[config.mk]
export PLATFORM = sky130hd
export DESIGN_NAME = gmv_fault_top
export DESIGN_NICKNAME = d
export VERILOG_FILES = /design/src/rtl/gmv_pkg.sv /design/src/rtl/gmv_classify.sv /design/src/rtl/gmv_mode_reg.sv /design/src/rtl/gmv_vint_pend.sv /design/src/rtl/gmv_fault_top.sv
export SDC_FILE = /design/constraint.sdc
export NUM_CORES = 1
export LEC_CHECK = 0
export BUFFER_PORTS_ARGS = -buffer_cell sky130_fd_sc_hd__buf_2
export CELL_PAD_IN_SITES_DETAIL_PLACEMENT = 2
export CELL_PAD_IN_SITES_GLOBAL_PLACEMENT = 2
export CORE_AREA = 2 2 100 102
export DETAILED_ROUTE_END_ITERATION = 8
export DIE_AREA = 0 0 102 104
export HOLD_SLACK_MARGIN = 0.03
export PLACE_DENSITY_LB_ADDON = 0.1
export REMOVE_ABC_BUFFERS = 1
export SLEW_MARGIN = 10
export SYNTH_ARGS = -nofsm -noshare
export SYNTH_HDL_FRONTEND = slang
export SYNTH_SLANG_ARGS = --single-unit
[constraint.sdc]
create_clock -name clk -period 2.3 [get_ports clk]
set_input_delay 0.69 -clock clk [delete_from_list [all_inputs] [get_ports clk]]
set_output_delay 0.69 -clock clk [all_outputs]
set_load 0.02 [all_outputs]
[src/rtl/gmv_pkg.sv]
package gmv_pkg;

   typedef enum logic [2:0] {
      CLS_PLAIN  = 3'd0,
      CLS_PRIV   = 3'd1,
      CLS_HASH   = 3'd2,
      CLS_RET    = 3'd3,
      CLS_SWITCH = 3'd4,
      CLS_UNMASK = 3'd5
   } ins_cls_e;

   typedef enum logic [2:0] {
      CAUSE_NONE = 3'd0,
      CAUSE_PRIV = 3'd1,
      CAUSE_HASH = 3'd2,
      CAUSE_ADDR = 3'd3,
      CAUSE_VIRQ = 3'd4
   } cause_e;

endpackage

[src/rtl/gmv_classify.sv]
module gmv_classify #(
   parameter int VA_WIDTH   = 51,
   parameter bit ADDR_GUARD = 1'b1
) (
   input  logic                   mode_i,
   input  logic                   intr_i,
   input  logic                   ins_valid_i,
   input  gmv_pkg::ins_cls_e      cls_i,
   input  logic                   mem_valid_i,
   input  logic [VA_WIDTH-1:0]    va_i,
   input  logic                   pend_i,
   output logic                   ins_fault_o,
   output logic                   redir_o,
   output logic                   aexc_o,
   output gmv_pkg::cause_e        cause_o
);
   import gmv_pkg::*;

   localparam int TOP_BIT = VA_WIDTH - 1;

   logic armed;
   logic reserved_hit;

   assign armed = mode_i & ~intr_i;

   generate
      if (ADDR_GUARD) begin : g_guard
         assign reserved_hit = mem_valid_i & va_i[TOP_BIT];
      end else begin : g_noguard
         logic unused_addr;
         assign unused_addr  = ^{mem_valid_i, va_i};
         assign reserved_hit = 1'b0;
      end
   endgenerate

   always_comb begin
      ins_fault_o = 1'b0;
      redir_o     = 1'b0;
      cause_o     = CAUSE_NONE;
      if (armed && ins_valid_i) begin
         unique case (cls_i)
            CLS_PRIV, CLS_RET: begin
               ins_fault_o = 1'b1;
               cause_o     = CAUSE_PRIV;
            end
            CLS_HASH: begin
               ins_fault_o = 1'b1;
               cause_o     = CAUSE_HASH;
            end
            CLS_UNMASK: begin
               redir_o = pend_i;
               cause_o = pend_i ? CAUSE_VIRQ : CAUSE_NONE;
            end
            default: ;
         endcase
      end
      aexc_o = armed & reserved_hit & ~ins_fault_o & ~redir_o;
      if (aexc_o) begin
         cause_o = CAUSE_ADDR;
      end
   end

endmodule

[src/rtl/gmv_mode_reg.sv]
module gmv_mode_reg (
   input  logic clk,
   input  logic rst_n,
   input  logic kill_i,
   input  logic sw_i,
   input  logic sw_val_i,
   input  logic ret_i,
   input  logic ret_val_i,
   output logic mode_o
);

   logic mode_q;

   always_ff @(posedge clk or negedge rst_n) begin
      if (!rst_n) begin
         mode_q <= 1'b0;
      end else if (kill_i) begin
         mode_q <= 1'b0;
      end else if (sw_i) begin
         mode_q <= sw_val_i;
      end else if (ret_i && !mode_q) begin
         mode_q <= ret_val_i;
      end
   end

   assign mode_o = mode_q;


   kill_clears_chk: assert property (@(posedge clk) disable iff (!rst_n)
      kill_i |=> !mode_o);


   switch_loads_chk: assert property (@(posedge clk) disable iff (!rst_n)
      (sw_i && !kill_i) |=> (mode_o == $past(sw_val_i)));

endmodule

[src/rtl/gmv_vint_pend.sv]
module gmv_vint_pend #(
   parameter int VINT_W = 8
) (
   input  logic              clk,
   input  logic              rst_n,
   input  logic              post_i,
   input  logic [VINT_W-1:0] num_i,
   input  logic              take_i,
   output logic              pend_o,
   output logic [VINT_W-1:0] num_o
);

   logic              pend_q;
   logic [VINT_W-1:0] num_q;

   always_ff @(posedge clk or negedge rst_n) begin
      if (!rst_n) begin
         pend_q <= 1'b0;
         num_q  <= '0;
      end else if (post_i) begin
         pend_q <= 1'b1;
         num_q  <= num_i;
      end else if (take_i) begin
         pend_q <= 1'b0;
      end
   end

   assign pend_o = pend_q;
   assign num_o  = num_q;


   take_drains_chk: assert property (@(posedge clk) disable iff (!rst_n)
      (take_i && !post_i) |=> !pend_o);


   post_survives_chk: assert property (@(posedge clk) disable iff (!rst_n)
      post_i |=> (pend_o && num_o == $past(num_i)));

endmodule

[src/rtl/gmv_fault_top.sv]
module gmv_fault_top #(
   parameter int VA_WIDTH   = 51,
   parameter int OPC_W      = 41,
   parameter int VINT_W     = 8,
   parameter bit ADDR_GUARD = 1'b1
) (
   input  logic                clk,
   input  logic                rst_n,
   input  logic                instr_valid,
   input  logic [2:0]          instr_cls,
   input  logic [OPC_W-1:0]    instr_opc,
   input  logic                ret_mode,
   input  logic                sw_mode,
   input  logic                mem_valid,
   input  logic [VA_WIDTH-1:0] mem_va,
   input  logic                intr_take,
   input  logic                vint_post,
   input  logic [VINT_W-1:0]   vint_num,
   output logic                guest_mode,
   output logic                virt_fault,
   output logic                addr_fault,
   output logic                vint_redirect,
   output logic [2:0]          fault_cause,
   output logic [OPC_W-1:0]    fault_opc,
   output logic [VINT_W-1:0]   redirect_num
);
   import gmv_pkg::*;

   initial begin
      va_width_ok: assert (VA_WIDTH >= 2 && VA_WIDTH <= 64)
         else $error("VA_WIDTH out of range");
      opc_width_ok: assert (OPC_W >= 1)
         else $error("OPC_W must be positive");
      vint_width_ok: assert (VINT_W >= 1 && VINT_W <= 16)
         else $error("VINT_W out of range");
   end

   ins_cls_e          cls;
   logic              mode;
   logic              ins_fault, redir, aexc, any_event;
   cause_e            cause;
   logic              pend;
   logic [VINT_W-1:0] pend_num;

   logic              vf_q, af_q, rd_q;
   logic [2:0]        cause_q;
   logic [OPC_W-1:0]  opc_q;
   logic [VINT_W-1:0] rnum_q;

   assign cls       = ins_cls_e'(instr_cls);
   assign any_event = ins_fault | redir | aexc;

   gmv_classify #(
      .VA_WIDTH   (VA_WIDTH),
      .ADDR_GUARD (ADDR_GUARD)
   ) u_classify (
      .mode_i      (mode),
      .intr_i      (intr_take),
      .ins_valid_i (instr_valid),
      .cls_i       (cls),
      .mem_valid_i (mem_valid),
      .va_i        (mem_va),
      .pend_i      (pend),
      .ins_fault_o (ins_fault),
      .redir_o     (redir),
      .aexc_o      (aexc),
      .cause_o     (cause)
   );

   gmv_mode_reg u_mode (
      .clk       (clk),
      .rst_n     (rst_n),
      .kill_i    (intr_take | any_event),
      .sw_i      (instr_valid && cls == CLS_SWITCH),
      .sw_val_i  (sw_mode),
      .ret_i     (instr_valid && cls == CLS_RET),
      .ret_val_i (ret_mode),
      .mode_o    (mode)
   );

   gmv_vint_pend #(
      .VINT_W (VINT_W)
   ) u_pend (
      .clk    (clk),
      .rst_n  (rst_n),
      .post_i (vint_post),
      .num_i  (vint_num),
      .take_i (redir),
      .pend_o (pend),
      .num_o  (pend_num)
   );

   always_ff @(posedge clk or negedge rst_n) begin
      if (!rst_n) begin
         vf_q    <= 1'b0;
         af_q    <= 1'b0;
         rd_q    <= 1'b0;
         cause_q <= '0;
         opc_q   <= '0;
         rnum_q  <= '0;
      end else begin
         vf_q <= ins_fault;
         af_q <= aexc;
         rd_q <= redir;
         if (any_event) begin
            cause_q <= cause;
         end
         if (ins_fault) begin
            opc_q <= instr_opc;
         end
         if (redir) begin
            rnum_q <= pend_num;
         end
      end
   end

   assign guest_mode    = mode;
   assign virt_fault    = vf_q;
   assign addr_fault    = af_q;
   assign vint_redirect = rd_q;
   assign fault_cause   = cause_q;
   assign fault_opc     = opc_q;
   assign redirect_num  = rnum_q;


   one_strobe_chk: assert property (@(posedge clk) disable iff (!rst_n)
      $onehot0({virt_fault, addr_fault, vint_redirect}));


   event_exits_chk: assert property (@(posedge clk) disable iff (!rst_n)
      (virt_fault || addr_fault || vint_redirect) |-> !guest_mode);


   host_quiet_chk: assert property (@(posedge clk) disable iff (!rst_n)
      !guest_mode |=> !(virt_fault || addr_fault || vint_redirect));


   intr_mutes_chk: assert property (@(posedge clk) disable iff (!rst_n)
      intr_take |=> !(virt_fault || addr_fault || vint_redirect));


   redirect_code_chk: assert property (@(posedge clk) disable iff (!rst_n)
      vint_redirect |-> (fault_cause == 3'd4));


   addr_code_chk: assert property (@(posedge clk) disable iff (!rst_n)
      addr_fault |-> (fault_cause == 3'd3));


   fault_code_chk: assert property (@(posedge clk) disable iff (!rst_n)
      virt_fault |-> (fault_cause == 3'd1 || fault_cause == 3'd2));


   opc_hold_chk: assert property (@(posedge clk) disable iff (!rst_n)
      !virt_fault |=> (virt_fault || $stable(fault_opc)));

endmodule

==> results.py, run 1 <==
metrics = {
    "detailed_routing": {
        "top_layer_used": "met4",
        "drtIter0Drc": 15,
        "via_per_inst": 4.40,
        "dr_total_vias": 1860,
        "drtAntennaViolNets": 0,
        "wl_microns": 6650,
        "drt-met1-wl_microns": 2710,
        "route.detailed.drc": 0,
        "route.met3.wl_microns": 558,
        "drtPass1Iterations": 3,
        "wire_per_inst_microns": 15.7,
        "dr_wl_met2_microns": 3300,
    },
    "clock_tree": {
        "clk_pin_slew_ns": 0.07,
        "clock_sinks": 65,
        "cts_tree": "yes",
        "post-cts-setup-buffer-count": 0,
        "cts_root_buf": "clkbuf_8",
        "cts_resized": 0,
        "cts-htree-levels": 3,
        "hold_buffers": 0,
        "cts_buffer_depth": 2,
        "clkLatencyLatePin_ns": 0.33,
        "numCtsBuffers": 9,
    },
    "worst_setup_path": {
        "cp_data_required_time_ns": 2.51,
        "crit_fanout": 29,
        "slowest_stage": "mux2_2",
        "slowest_delay_ns": 0.35,
        "cp-start-kind": "primary input",
        "r2r_slack_ns": 0.59,
        "critPathLaunch": "intr_take",
        "cp_data_arrival_time_ns": 1.96,
        "r2r-start": "u_mode.mode_o",
        "regToRegEndpoint": "fault_opc[20]",
        "criticalPathCategory": "primary input to register",
        "worstSetupEndpoint": "fault_opc[20]",
        "crit_path_end_kind": "register",
        "reg2reg_depth": 5,
        "crit_chain": "buf_2, and4bb_1, o21ai_2, inv_4, buf_12, mux2_2",
    },
    "global_routing": {
        "grt-ovfl-total": 0,
        "grt_start_max_net_pins": 30,
        "grt_first_pass_wirelength_microns": 10800,
        "antenna_found_initial": 0,
        "grt_pass1_vias": 2037,
        "grt_usage_pct": 13.3,
    },
    "sta": {
        "rsz0062_at_grt": "false",
        "skew_ns": 0.00585,
        "slew_violations": 0,
        "fin_crit_sh_pct": 75.8,
        "layout_setup_ws_ns": 0.557,
        "setup_viol": 0,
        "worst_pin_slew_ns": 0.554,
        "clock.fmax_mhz": 574,
        "final.setup.tns_ns": 0,
        "period_needed_ns": 1.74,
        "slew_headroom_pct": 63.1,
        "hold_violations": 0,
    },
    "yosys": {
        "ys_warn_count": 0,
        "synth_xor_xnor_area_share_pct": 0,
        "muxShareOfSynthArea_pct": 25.5,
        "synth-adder-area-share_pct": 0,
        "synth_compound_area_share_pct": 3.99,
        "synth_cells": 159,
        "synthesis.area_sq_um": 2600,
        "ys_seq_elements": 65,
        "ys_types": 34,
        "synth_seq_area_share_pct": 62.5,
        "syn_area_per_cell_sq_um": 16.4,
        "synth_top_family_by_area": "multiplexers",
        "yosys.area_share.simple_pct": 4.95,
    },
    "die": {
        "die_w_microns": 102,
        "fp.dieH_microns": 104,
        "core_sq_um": 9550,
        "rows": 36,
        "ios": 167,
        "start_util_pct": 27.3,
        "die-area_sq_um": 10600,
    },
    "finish": {
        "area_delta_synth_final_pct": 37.4,
        "final_nets": 397,
        "drive_above_1_share_pct": 67.2,
        "antenna_cells": 0,
        "post-route-util_pct": 37.4,
        "mostFrequentLayoutCell": "buf_2",
        "final_cell_mix": "buf_2, dfrtp_1, mux2_2, clkbuf_8, mux2_4",
    },
    "power_and_ir_drop": {
        "power.density_nw_per_um2": 791,
        "pwr-share-clk_pct": 32.5,
        "seqPwrFrac_pct": 47.8,
        "cellLeakagePower_uw": 0.00193,
        "swShare_pct": 28.6,
        "vdd_drop_max_uv": 351,
        "power_switching_uw": 809,
        "combPwrFrac_pct": 19.7,
        "p_int_uw": 2020,
    },
    "hold_path": {
        "hold_path.class": "primary input to asynchronous set/reset pin",
    },
    "flow_run": {
        "drv_cap": 0,
    },
    "placed_design": {
        "dpl.hpwl_microns": 4900,
        "place_ws_ns": 0.205,
        "portBuffers": 116,
        "place_congestion": 0.742,
    },
    "run_status": {
        "run_status": "completed",
    },
}
==> synth_stat cells (all sizes together) <==
master	count	area [sq um]
or3b	1	8.76
a21oi	1	5.00
o2111ai	1	8.76
nor2b	1	6.26
nor4	1	6.26
o32ai	1	8.76
nand3b	1	20.0
clkbuf	1	3.75
dfrtp	65	1630
nor3	2	10.0
buf	6	61.3
nand2	1	3.75
mux2	57	664
a31oi	1	6.26
and4bb	1	12.5
o22ai	1	6.26
nand3	1	5.00
nand4b	1	8.76
a21boi	1	7.51
and4b	2	20.0
a211oi	1	7.51
a22o	1	8.76
o21ai	1	8.76
nor4b	1	23.8
nor2	1	3.75
o21bai	1	7.51
inv	3	13.8
o2111a	1	11.3
a221oi	1	8.76
a31o	1	8.76
==> area by class of cell <==
type / instances / area, sq um
Multi-Input combinational cell: 84 / 897
Sequential cell: 65 / 1630
Timing Repair Buffer: 123 / 696
Clock buffer: 11 / 131
Tap cell: 133 / 166
Inverter: 3 / 13.8
Clock inverter: 4 / 45.0
Fill cell: 1053 / 5970
==> kinds of logic (layout without fill, tap and decap cells) <==
group | count (synthesis) | count (layout)
compound gates | 13 | 13
simple gates | 14 | 14
flops | 65 | 65
mux | 57 | 57
buf+inv | 10 | 141
==> power groups by stage <==
stage | Clock (uW) | Sequential (uW) | Combinational (uW)
6_report | 918 | 1350 | 558
3_3_place_gp | 0 | 1370 | 562
3_5_place_dp | 0 | 1380 | 572
4_1_cts | 964 | 1360 | 573
5_1_grt | 1010 | 1380 | 605
2_1_floorplan | 0 | 1530 | 142
==> worst min-delay path by stage <==
stage                                  to          from  slack, ns
after floorplan                addr_fault         rst_n       0.39
after global placement       fault_opc[5]  fault_opc[5]       0.46
after detailed placement     fault_opc[5]  fault_opc[5]       0.48
after CTS                 u_pend.num_o[4]         rst_n       0.35
after global routing      u_pend.num_o[4]         rst_n       0.36
final                     u_pend.num_o[4]         rst_n       0.34
==> metal layers <==
| metal | up-vias | track usage [%] |
|---|---|---|
| met5 | - | 0 |
| met4 | 0 | 4.00 |
| met3 | 7 | 5.24 |
| met2 | 66 | 21.9 |
| met1 | 953 | 16.0 |
| li1 | 834 | - |
==> per-stage QoR <==
stage / instances / total power [uW] / instance area, sq um / hold WS, ns
global placement: 408 / 1930 / 3400 / 0.465
CTS: 423 / 2890 / 3580 / 0.346
global route: 423 / 2990 / 3580 / 0.356
floorplan: 152 / 1680 / 2540 / 0.394
finish: 423 / 2830 / 3580 / 0.338
detailed placement: 408 / 1950 / 3400 / 0.477
==> registers in the layout, summed over array words and instances, names as in the netlist <==
name           flops
vint_redirect      1
u_mode.mode_o      1
virt_fault         1
redirect_num       8
addr_fault         1
fault_opc         41
u_pend.num_o       8
fault_cause        3
u_pend.pend_o      1
==> worst max-delay path, delay by kind of cell <==
| family | cells | cell delay [ns] |
|---|---|---|
| buffers and inverters | 3 | 0.43 |
| muxes | 1 | 0.35 |
| and+or+nand+nor | 1 | 0.34 |
| AOI/OAI and AO/OA | 1 | 0.12 |
Note: power is estimated with default switching activity, not from simulation.
==> run 2: changes to the inputs <==
Settings changed: CORE_AREA 2 2 100 102 to 2 2 104 106, DIE_AREA 0 0 102 104 to 0 0 106 108.
Clock period 2.3 ns to 1.7 ns, I/O delays scaled along.
==> run 2 against run 1 <==
  * Cell count up 2.8%
  * Combinational power up 36%
  * Worst hold slack worse by 0.18 ns
  * Largest cell class unchanged
  * Clock skew up 0.0050 ns
  * Via count up 0.43%
  * Die area up 7.9%
  * Highest routed layer unchanged
  * Register-to-register slack worse by 0.50 ns
  * Flip-flop and latch count unchanged
  * First-iteration DRC count up 33%
  * Cell area up 2.4%
==> results.py, run 2 (synthesis results as in run 1) <==
metrics = {
    "die": {
        "fp.dieH_microns": 108,
        "start_util_pct": 25.4,
        "core_sq_um": 10200,
        "rows": 37,
        "ios": 167,
        "die_w_microns": 106,
        "die-area_sq_um": 11400,
    },
    "finish": {
        "area_delta_synth_final_pct": 40.8,
        "fillers": 1094,
        "final_cell_mix": "buf_2, dfrtp_1, mux2_2, buf_4, clkbuf_8",
        "drive_above_1_share_pct": 68.9,
        "instances_no_fill": 435,
        "multi_input_area_sq_um": 897,
        "antenna_cells": 0,
        "regArea_sq_um": 1630,
        "mostFrequentLayoutCell": "buf_2",
        "stdcell_area_sq_um": 3660,
        "post-route-util_pct": 35.8,
        "largest_register_ffs": 41,
        "final_nets": 405,
    },
    "global_routing": {
        "antenna_found_initial": 0,
        "grt_start_max_net_pins": 66,
        "grt_first_pass_wirelength_microns": 11000,
        "grt_usage_pct": 12.4,
        "grt-ovfl-total": 0,
        "grt_pass1_vias": 2137,
    },
    "placed_design": {
        "place_inst": 419,
        "place_congestion": 0.753,
        "dpl.hpwl_microns": 5010,
        "place_area_sq_um": 3460,
        "portBuffers": 116,
    },
    "clock_tree": {
        "post-cts-setup-buffer-count": 0,
        "cts_root_buf": "clkbuf_8",
        "clkLatencyLatePin_ns": 0.34,
        "cts-htree-levels": 3,
        "cts_resized": 0,
        "cts_tree": "yes",
        "hold_buffers": 0,
        "cts_buffer_depth": 2,
        "clk_pin_slew_ns": 0.09,
        "clock_sinks": 65,
        "numCtsBuffers": 9,
    },
    "sta": {
        "slew_violations": 0,
        "rsz0062_at_grt": "false",
        "period_needed_ns": 1.61,
        "worst_pin_slew_ns": 0.363,
        "whs_ns": 0.159,
        "skew_ns": 0.0109,
        "final.setup.tns_ns": 0,
        "hold_violations": 0,
        "setup_viol": 0,
        "slew_headroom_pct": 75.8,
        "clock.fmax_mhz": 620,
        "fin_crit_sh_pct": 94.9,
    },
    "detailed_routing": {
        "drtIter0Drc": 20,
        "wire_per_inst_microns": 15.3,
        "drtPass1Iterations": 2,
        "wl_microns": 6650,
        "drtAntennaViolNets": 0,
        "dr_total_vias": 1868,
        "via_per_inst": 4.29,
        "route.detailed.drc": 0,
    },
    "worst_setup_path": {
        "cp_data_required_time_ns": 1.91,
        "cp_data_arrival_time_ns": 1.82,
        "cp-start-kind": "register",
        "crit_fanout": 15,
        "criticalPathCategory": "register to register",
        "crit_path_end_kind": "register",
    },
    "power_and_ir_drop": {
        "power.density_nw_per_um2": 1080,
        "cellLeakagePower_uw": 0.00197,
        "vdd_drop_max_uv": 531,
    },
    "flow_run": {
        "drv_cap": 0,
    },
    "run_status": {
        "run_status": "completed",
    },
    "hold_path": {
        "hold_path.class": "primary input to asynchronous set/reset pin",
    },
}
run 2: cell types whose count changed in the layout (fill, tap and decap cells not counted), sizes merged:
cell / previous run / this run
clkbuf: 11 / 9
inv: 3 / 6
clkinv: 3 / 1
clkinvlp: 0 / 2
buf: 123 / 131
run 2: per-layer routing:
metal | vias to the layer above | share of wire (%) | GRT usage, %
met4 | 0 | 0.44 | 3.95
met1 | 947 | 41 | 15.0
met3 | 2 | 9.9 | 6.45
met5 | - | 0 | 0
li1 | 849 | - | -
met2 | 70 | 49 | 19.3
run 2: where the power goes:
group / internal, uW / total (uW) / switching (uW)
Sequential: 1740 / 1830 / 92.4
Combinational: 336 / 761 / 425
Clock: 691 / 1350 / 663
run 2: critical path, stage by stage, from the launching register on:
cell and delay, ns:
dfrtp_1 0.46, and4bb_1 0.31, o21ai_2 0.11, inv_4 0.11, buf_12 0.16, mux2_2 0.34
run 2: area by class of cell:
type	instances	share of cell area, %
Timing Repair Buffer	131	20.6
Sequential cell	65	44.4
Tap cell	136	4.64
Multi-Input combinational cell	84	24.5
Clock inverter	7	2.08
Inverter	3	0.376
Clock buffer	9	3.38
run 2: final timing paths:
path,start,endpoint,slack (ns),depth (start not counted)
worst max register to register,u_mode.mode_o,fault_opc[4],0.09,5
worst min-delay path,rst_n,redirect_num[2],0.16,2
min in group clk,vint_num[5],u_pend.num_o[5],0.40,2
max in group asynchronous,rst_n,virt_fault,1.22,2
worst min register to register,fault_opc[7],fault_opc[7],0.49,1
worst max-delay path,u_mode.mode_o,fault_opc[4],0.09,5
run 2: metrics by stage:
stage / power, uW / setup slack [ns]
after floorplan: 2270 / -0.152
after global placement: 2620 / -0.123
final: 3940 / 0.0869
after detailed placement: 2640 / -0.140
after global routing: 4190 / 0.00816
after CTS: 4040 / 0.0690
